[src/rtl/secded_pkg.sv]
package secded_pkg;

  // smallest m with 2^m >= m + k + 1
  function automatic int chk_bits(int k);
    int m;
    m = 1;
    while ((1 << m) < (m + k + 1)) m++;
    return m;
  endfunction

  function automatic bit is_pow2(int v);
    return (v > 0) && ((v & (v - 1)) == 0);
  endfunction

  // floor(log2(v)) for v >= 1
  function automatic int flog2(int v);
    int r;
    r = 0;
    while ((v >> (r + 1)) != 0) r++;
    return r;
  endfunction

  // data bit index held at a non-power-of-two Hamming position
  function automatic int data_index(int pos);
    return pos - flog2(pos) - 2;
  endfunction

endpackage

[src/rtl/secded_scatter.sv]
module secded_scatter
  import secded_pkg::*;
#(
  parameter int DATA_W = 8,
  parameter int HAM_W  = 12
) (
  input  logic [DATA_W-1:0] data_i,
  output logic [HAM_W:1]    ham_o
);

  // place data bits into the non-power-of-two positions, check slots zero
  for (genvar pos = 1; pos <= HAM_W; pos++) begin : g_pos
    if (is_pow2(pos)) begin : g_slot
      assign ham_o[pos] = 1'b0;
    end else begin : g_data
      assign ham_o[pos] = data_i[data_index(pos)];
    end
  end

endmodule

[src/rtl/secded_checkgen.sv]
module secded_checkgen #(
  parameter int HAM_W = 12,
  parameter int CHK_W = 4
) (
  input  logic [HAM_W:1]   ham_i,
  output logic [CHK_W-1:0] chk_o
);

  // check bit i covers every position whose index has bit i set
  for (genvar i = 0; i < CHK_W; i++) begin : g_chk
    always_comb begin
      logic acc;
      acc = 1'b0;
      for (int pos = 1; pos <= HAM_W; pos++) begin
        if (((pos >> i) & 1) == 1) acc = acc ^ ham_i[pos];
      end
      chk_o[i] = acc;
    end
  end

endmodule

[src/rtl/secded_assemble.sv]
module secded_assemble
  import secded_pkg::*;
#(
  parameter int HAM_W          = 12,
  parameter int CHK_W          = 4,
  parameter bit OVERALL_AT_LSB = 1'b0
) (
  input  logic [HAM_W:1]   ham_i,
  input  logic [CHK_W-1:0] chk_i,
  output logic [HAM_W:0]   code_o,
  output logic             overall_o
);

  logic [HAM_W:1] chk_spread;
  logic [HAM_W:1] ham_full;

  for (genvar pos = 1; pos <= HAM_W; pos++) begin : g_spread
    if (is_pow2(pos)) begin : g_chk
      assign chk_spread[pos] = chk_i[flog2(pos)];
    end else begin : g_gap
      assign chk_spread[pos] = 1'b0;
    end
  end

  // check slots in ham_i are zero, so OR merges the two halves
  assign ham_full  = ham_i | chk_spread;
  assign overall_o = ^ham_full;

  if (OVERALL_AT_LSB) begin : g_lsb
    assign code_o = {ham_full, overall_o};
  end else begin : g_msb
    assign code_o = {overall_o, ham_full};
  end

endmodule

[src/rtl/secded_encoder.sv]
module secded_encoder
  import secded_pkg::*;
#(
  parameter int DATA_W         = 8,
  parameter bit OVERALL_AT_LSB = 1'b0,
  localparam int CHK_W         = chk_bits(DATA_W),
  localparam int HAM_W         = DATA_W + CHK_W,
  localparam int CODE_W        = HAM_W + 1
) (
  input  logic [DATA_W-1:0] data_i,
  output logic [CODE_W-1:0] code_o,
  output logic [CHK_W-1:0]  parity_o,
  output logic              overall_o
);

  logic [HAM_W:1] ham_data;

  secded_scatter #(.DATA_W(DATA_W), .HAM_W(HAM_W)) u_scatter (
    .data_i (data_i),
    .ham_o  (ham_data)
  );

  secded_checkgen #(.HAM_W(HAM_W), .CHK_W(CHK_W)) u_checkgen (
    .ham_i (ham_data),
    .chk_o (parity_o)
  );

  secded_assemble #(
    .HAM_W(HAM_W), .CHK_W(CHK_W), .OVERALL_AT_LSB(OVERALL_AT_LSB)
  ) u_assemble (
    .ham_i     (ham_data),
    .chk_i     (parity_o),
    .code_o    (code_o),
    .overall_o (overall_o)
  );

endmodule

[config.mk]
export PLATFORM = sky130hd
export DESIGN_NAME = secded_encoder
export DESIGN_NICKNAME = d
export VERILOG_FILES = /design/src/rtl/secded_pkg.sv /design/src/rtl/secded_scatter.sv /design/src/rtl/secded_checkgen.sv /design/src/rtl/secded_assemble.sv /design/src/rtl/secded_encoder.sv
export SDC_FILE = /design/constraint.sdc
export NUM_CORES = 1
export LEC_CHECK = 0
export ABC_AREA = 1
export CORE_AREA = 10 10 47 49
export DETAILED_ROUTE_END_ITERATION = 16
export DIE_AREA = 0 0 57 59
export SLEW_MARGIN = 30
export SYNTH_ARGS = -nofsm -noshare
export SYNTH_HDL_FRONTEND = slang
export SYNTH_SLANG_ARGS = --single-unit
[constraint.sdc]
create_clock -name vclk -period 1.7
set_input_delay 0.255 -clock vclk [all_inputs]
set_output_delay 0.255 -clock vclk [all_outputs]
set_load 0.01 [all_outputs]
After elaboration in Yosys (flattened, before gate mapping)
Index checks and enable logic that the tools add are counted.
{"block": "totals", "ff_bits": 0, "output_inout_bits": 18, "word_cells": 16}
{"block": "classes", "bitwise": 15, "n_reduce_logical": 1}
{"cell": "$xor 1x1->1", "n": 14}
{"cell": "$or 12x8->12", "n": 1}
{"cell": "$reduce_xor 12->1", "n": 1}

Logic depth before layout (Yosys ltp)
Gate-level depths: netlist (run 1).
{"block": "logic_depth", "depth_word": 6, "ltp_mapped": 11}

By module
A second synthesis (run 1) with hierarchy kept.
{"block": "unflattened", "cells_unflattened": 159, "hier_area_um2": 755.7}
{"mod": "secded_checkgen", "instances": 1, "cells_each": 80, "area_each_um2": 339.1, "seq_area_each_um2": 0.0}
{"mod": "secded_assemble", "instances": 1, "cells_each": 66, "area_each_um2": 322.8, "seq_area_each_um2": 0.0}
{"mod": "secded_scatter", "instances": 1, "cells_each": 13, "area_each_um2": 93.8, "seq_area_each_um2": 0.0}

Worst setup path before layout (run 1)
Ideal clock, no wire load.
{"block": "synth_timing", "kind": "input to output", "start": "in data_i[3]", "end": "out code_o[12]", "arrival_time_ns": 0.960, "required_time_ns": 1.445, "setup_slack_ns": 0.485, "stages": 10, "n_path_buf": 1, "path_cell_list": "inv_2 > nand2_2 > nand3b_1 > nand2_2 > nand2_2 > nand2_1 > nand2_1 > nand2_1 > inv_1 > buf_4"}
{"block": "synth_via", "elab_chain_len": 5, "elab_cells_between_ends": 10, "classes_between": "bitwise: 9; reduce/logical: 1"}
{"item": "start, declared", "line_no": "secded_encoder.sv:10", "source": "input logic [DATA_W-1:0] data_i,"}
{"item": "$xor 1x1->1 (3 in a row)", "line_no": "secded_checkgen.sv:15", "source": "if (((pos >> i) & 1) == 1) acc = acc ^ ham_i[pos];"}
{"item": "$or 12x8->12 (*)", "line_no": "secded_assemble.sv:26", "source": "assign ham_full = ham_i | chk_spread;"}
{"item": "$reduce_xor 12->1 (*)", "line_no": "secded_assemble.sv:27", "source": "assign overall_o = ^ham_full;"}
{"item": "end, declared", "line_no": "secded_encoder.sv:11", "source": "output logic [CODE_W-1:0] code_o,"}
Every way passes the cells marked *; elsewhere a longest branch is shown, timed or not.

Final worst setup path (run 1)
{"block": "layout_timing", "start": "in data_i[1]", "end": "out parity_o[0]"}
{"block": "layout_via", "elab_chain_len": 4}
{"item": "$xor 1x1->1 (4 in a row)", "line_no": "secded_checkgen.sv:15"}
{"item": "end, declared", "line_no": "secded_encoder.sv:12", "source": "output logic [CHK_W-1:0] parity_o,"}
Every way passes these cells.

==> results.md, run 1 <==
- Core ar.: ~1400 µm²
- Via Count: around 320
- Layout cells sized above 1: roughly two fifths
- Layout net count: 80
- Final Hold Viols: 0
- Drt first pass iters: 2
- Synth unique cells: 10
- Final wirelength: roughly 820 µm
- FFs & Latches: 0
- Post-Synth Adder-Cell Area: 0%
- Leak: roughly 0.29 nW
- Comb pwr share: 100.0%
- Routed Antenna Nets: 0
- Crit path capture type: output pin
- Antenna cells: 0
- Post-synthesis simple-gate area fraction: 30.5%
- Hold_ws: roughly 1.1 ns
- Fmax: between 0.6 and 0.7 GHz
- Power Internal: about 0.00012 W
- Violation count after the first detailed-route iteration: 2
- Max-slew violation count: 0
- Net Switching: about 0.00011 W
- Crit path buf inv count: 4
- Highest routing layer actually used: met3
- Syn avg cell area: 6.30 µm²
- Max-cap violations: 0
- Final setup fails: 0
- Synth Area in XOR/XNOR: around 23%
- Syn-to-layout area delta: 59.2%
- CP peak stage delay: roughly 0.28 ns
- Pwr dens: roughly 420 nW/µm²
- CP Launch Type: primary input
- Overall Global Routing Usage: between 4 and 5%
- VDD IR-drop max: 0.000146 V
- First-pass GRT wire length: ~1500 µm
- Sequential share of power: 0%
- Crit path launch: data_i[1]
- Initial Util: approximately a quarter
- Worst slew pin tran: 0.237 ns
- CP endpoint: parity_o[0]
- I/O pin count: 26
- CP required: between 1 and 1.5 ns
- Compound-Gate Fraction of Synth Area: 0%
- Die W: ~57 µm
- Sw Share: between 40% and 50%
- Util after Layout: 38.7%
- Final GP Congestion: ~0.7
- Die height: around 60 µm
- Top delay family on crit path: buffers and inverters
- Vias per cell: ~3.7
- Worst path slowest cell: dlygate4sd2_1
- WP depth: 8
- Std cell rows: 14
- Metal3 WL: ~100 µm
- Seq/Total Area, Yosys: 0%
- Unrepaired setup endpoints after global routing: no
- I/O Buffers: 26
- FF/Latch Area: 0 µm²
- Hold Crit Class: primary input to output pin
- Final period util: approximately 90%
- Worst slew margin: 84.1%
- Vias in the first global route: ~370
- WL met1: roughly 270 µm
- Post-route DRC: 0
- Crit path kind: primary input to output pin
- Synthesized area: ~340 µm²
- Clock buffer count in the final layout: 0
- Initial antenna violation count: 0
- Final HPWL DP: around 770 µm
- Fin crit period: 1.56 ns
- Largest net degree at the start of global routing: 6
- Outcome: finished, final reports clean
- Met2 Wirelength: 449 µm
- Arrival @ worst endpoint: around 1.3 ns
- Total gr overflow: 0
- Multiplexer area fraction after synthesis: 0%
- Syn_nets: 62
- Yosys synthesis warning count: 0
- WL per Instance: ~9.5 µm
- Hold_buf cts: 0
- Die Area: between 3000 and 4000 µm²
- CP Cell Sequence: dlygate4sd2_1, inv_1, nand2_2, nand3_2, nand2_2, xor2_1, inv_1, dlygate4sd2_1
- Clock power frac: 0%
- Crit Path Max Fanout: 4
- Combinational family with the most area after synthesis: buffers and inverters
- Post-Syn Instances: 54
Yosys cell counts:
cell | instances | area (µm²)
nand3_2 | 1 | 10.0
inv_2 | 2 | 7.51
buf_4 | 17 | 128
xor2_1 | 3 | 26.3
nand3_1 | 3 | 15.0
inv_1 | 6 | 22.5
xnor2_1 | 6 | 52.6
nand2_1 | 9 | 33.8
nand2_2 | 6 | 37.5
nand3b_1 | 1 | 7.51
metal layers:
layer,vias up,track usage [%]
li1,176,-
met4,0,0
met5,-,0
met1,136,4.99
met3,0,2.36
met2,10,9.61
power by group through the flow:
| stage | sequential (W) | combinational (W) | clock (W) |
|---|---|---|---|
| after global routing | 0 | 0.000254 | 0 |
| after detailed placement | 0 | 0.000255 | 0 |
| after CTS | 0 | 0.000235 | 0 |
| final | 0 | 0.000229 | 0 |
| after floorplan | 0 | 0.000169 | 0 |
| after global placement | 0 | 0.000253 | 0 |
cell families after synthesis:
logic type                count (synthesis)
buffers and inverters                    25
xor gates and xnor gates                  9
and+or+nand+nor                          20
through the flow:
stage          power (W)  cell area, µm²  instances  worst slack, ns  setup TNS [ns]
5_1_grt         0.000254             542         86           0.0136               0
6_report        0.000229             542         86            0.135               0
3_3_place_gp    0.000253             538         85           -0.505           -4.29
3_5_place_dp    0.000255             538         85           -0.540           -4.43
2_1_floorplan   0.000169             340         54            0.485               0
4_1_cts         0.000235             546         86           0.0755               0
final cells by class:
class / count / area, µm²
multi-input cells: 29 / 198
repair buffers: 33 / 294
fillers: 155 / 860
inverters: 8 / 30.0
well taps: 16 / 20.0
timing repair:
| item | 4_1_cts | 5_1_grt |
|---|---|---|
| pin swaps | 2 | 0 |
| gates resized for setup | 38 | 2 |
| buffers inserted | 1 | 0 |
| setup endpoints to repair | 11 | 4 |
how the worst min path moves through the flow:
stage / from / endpoint / slack, ns / cells past startpoint
after floorplan: data_i[6] / code_o[10] / 0.60 / 1
after global placement: data_i[1] / code_o[4] / 1.48 / 2
after detailed placement: data_i[1] / code_o[4] / 1.48 / 2
after CTS: data_i[0] / code_o[12] / 1.25 / 6
after global routing: data_i[3] / code_o[6] / 1.15 / 2
final: data_i[3] / code_o[6] / 1.12 / 2
cell usage in the layout, fill, tap and decap left out:
| cell | n |
|---|---|
| buf_2 | 2 |
| buf_4 | 7 |
| clkbuf_2 | 1 |
| clkdlybuf4s15_2 | 6 |
| clkdlybuf4s50_1 | 8 |
| dlygate4sd2_1 | 9 |
| inv_1 | 6 |
| inv_2 | 2 |
| nand2_1 | 9 |
| nand2_2 | 6 |
| nand3_1 | 3 |
| nand3_2 | 1 |
| nand3b_1 | 1 |
| xnor2_1 | 4 |
| xnor2_2 | 2 |
| xor2_1 | 3 |
Power figures use the tool's default switching activity.
==> run 2, diff against run 1 <==
Clock period 1.7 ns to 1.65 ns, I/O delays scaled along.
==> results.md, run 2 (same netlist as run 1, synthesis figures left out) <==
- Outcome: finished, final reports clean
- Sequential share of power: 0%
- Via Count: between 300 and 400
- Arrival @ worst endpoint: 1.26 ns
- Layout net count: 80
- Hold_ws: 1.08 ns
- Place WS: -0.575 ns
- Final HPWL DP: approximately 770 µm
- Core ar.: ~1400 µm²
- CP Cell Sequence: dlygate4sd2_1, inv_1, nand3_2, nand2_2, xor2_1, inv_1, dlygate4sd2_1
- Final GP Congestion: 0.713
- CP Launch Type: primary input
- Die height: just under 60 µm
- FFs & Latches: 0
- Die W: 57 µm
- Post-route DRC: 0
- Largest net degree at the start of global routing: 6
- Crit path buf inv count: 4
- FF/Latch Area: 0 µm²
- Overall Global Routing Usage: between 4 and 5%
- Comb pwr share: 100.0%
- Initial antenna violation count: 0
- WP depth: 7
- First-pass GRT wire length: ~1500 µm
- Layout cells sized above 1: approximately two fifths
- Max-slew violation count: 0
- Final worst setup slack: ~0.15 ns
- VDD IR-drop max: approximately 0.00015 V
- CP endpoint: parity_o[0]
- Fin crit period: between 1.5 and 2 ns
- Final Hold Viols: 0
- Most common cell after layout, fill and taps aside: nand2_1
- Fmax: around 0.67 GHz
- Vias per cell: approximately 3.7
- Die Area: between 3000 and 4000 µm²
- CP peak stage delay: around 0.28 ns
- Worst slew pin tran: 0.237 ns
- Worst path slowest cell: dlygate4sd2_1
- Crit path launch: data_i[4]
- Final period util: 91.1%
- Final wirelength: around 820 µm
- CP required: between 1 and 1.5 ns
- Antenna cells: 0
- WL per Instance: between 9 and 10 µm
- Hold Crit Class: primary input to output pin
- Max-cap violations: 0
- Fillers: 156
- Crit path capture type: output pin
- Leak: about 0.29 nW
- Hold_buf cts: 0
- Clock buffer count in the final layout: 0
- Drt first pass iters: 2
- Initial Util: 24.3%
- I/O pin count: 26
- Routed Antenna Nets: 0
- Final setup fails: 0
- Crit Path Max Fanout: 4
- Top delay family on crit path: buffers and inverters
- Unrepaired setup endpoints after global routing: no
- Syn-to-layout area delta: 58.1%
- Clock power frac: 0%
- Worst slew margin: between 80% and 90%
- Pwr dens: 438 nW/µm²
- Most frequent cells in the layout: 9 x nand2_1, 8 x dlygate4sd2_1, 8 x clkdlybuf4s50_1
- Sw Share: 46.4%
- Net Switching: approximately 0.00011 W
- Power Internal: 0.000126 W
- Total gr overflow: 0
- Vias in the first global route: ~370
- I/O Buffers: 26
- Std cell rows: 14
- Violation count after the first detailed-route iteration: 2
- Crit path kind: primary input to output pin
run 2: cell types whose count changed in the layout (fill, tap and decap cells not counted):
cell	before	now
dlygate4sd2_1	9	8
clkbuf_2	1	2
run 2: power groups by stage:
stage / registers (W) / logic [W] / clock network, W
after global placement: 0 / 0.000261 / 0
final: 0 / 0.000236 / 0
after global routing: 0 / 0.000261 / 0
after floorplan: 0 / 0.000174 / 0
after CTS: 0 / 0.000242 / 0
after detailed placement: 0 / 0.000263 / 0
run 2: worst min path at each step:
stage,startpoint,end,slack [ns],cells after the start
floorplan,data_i[6],code_o[10],0.59,1
global placement,data_i[1],code_o[4],1.46,2
detailed placement,data_i[1],code_o[4],1.47,2
CTS,data_i[0],code_o[12],1.23,6
global route,data_i[1],code_o[4],1.10,2
finish,data_i[1],code_o[4],1.08,2
run 2: final cells by class:
cell class / instances / area [µm²] / share of cell area [%]
inverter: 8 / 30.0 / 5.58
timing repair buffer: 33 / 290 / 54.0
multi-input combinational: 29 / 198 / 36.7
tap: 16 / 20.0 / 3.72
run 2: metrics by stage:
stage / TNS (ns) / power [W] / instance area (µm²) / std cells / util [%]
5_1_grt: 0 / 0.000261 / 538 / 86 / 38.4
3_3_place_gp: -4.70 / 0.000261 / 538 / 85 / 38.4
4_1_cts: 0 / 0.000242 / 546 / 86 / 38.9
6_report: 0 / 0.000236 / 538 / 86 / 38.4
2_1_floorplan: 0 / 0.000174 / 340 / 54 / -
3_5_place_dp: -4.82 / 0.000263 / 538 / 85 / 38.4
run 2: layer usage:
metal	part of all wire, %	global-route usage (%)
met1	33	4.99
met2	55	9.61
met3	12	2.36
met4	0	0
met5	0	0
run 2: repair_timing:
item                       4_1_cts  5_1_grt
pin swaps                        2        1
buffers inserted                 1        0
setup endpoints to repair       13        4
gates resized for setup         38        4
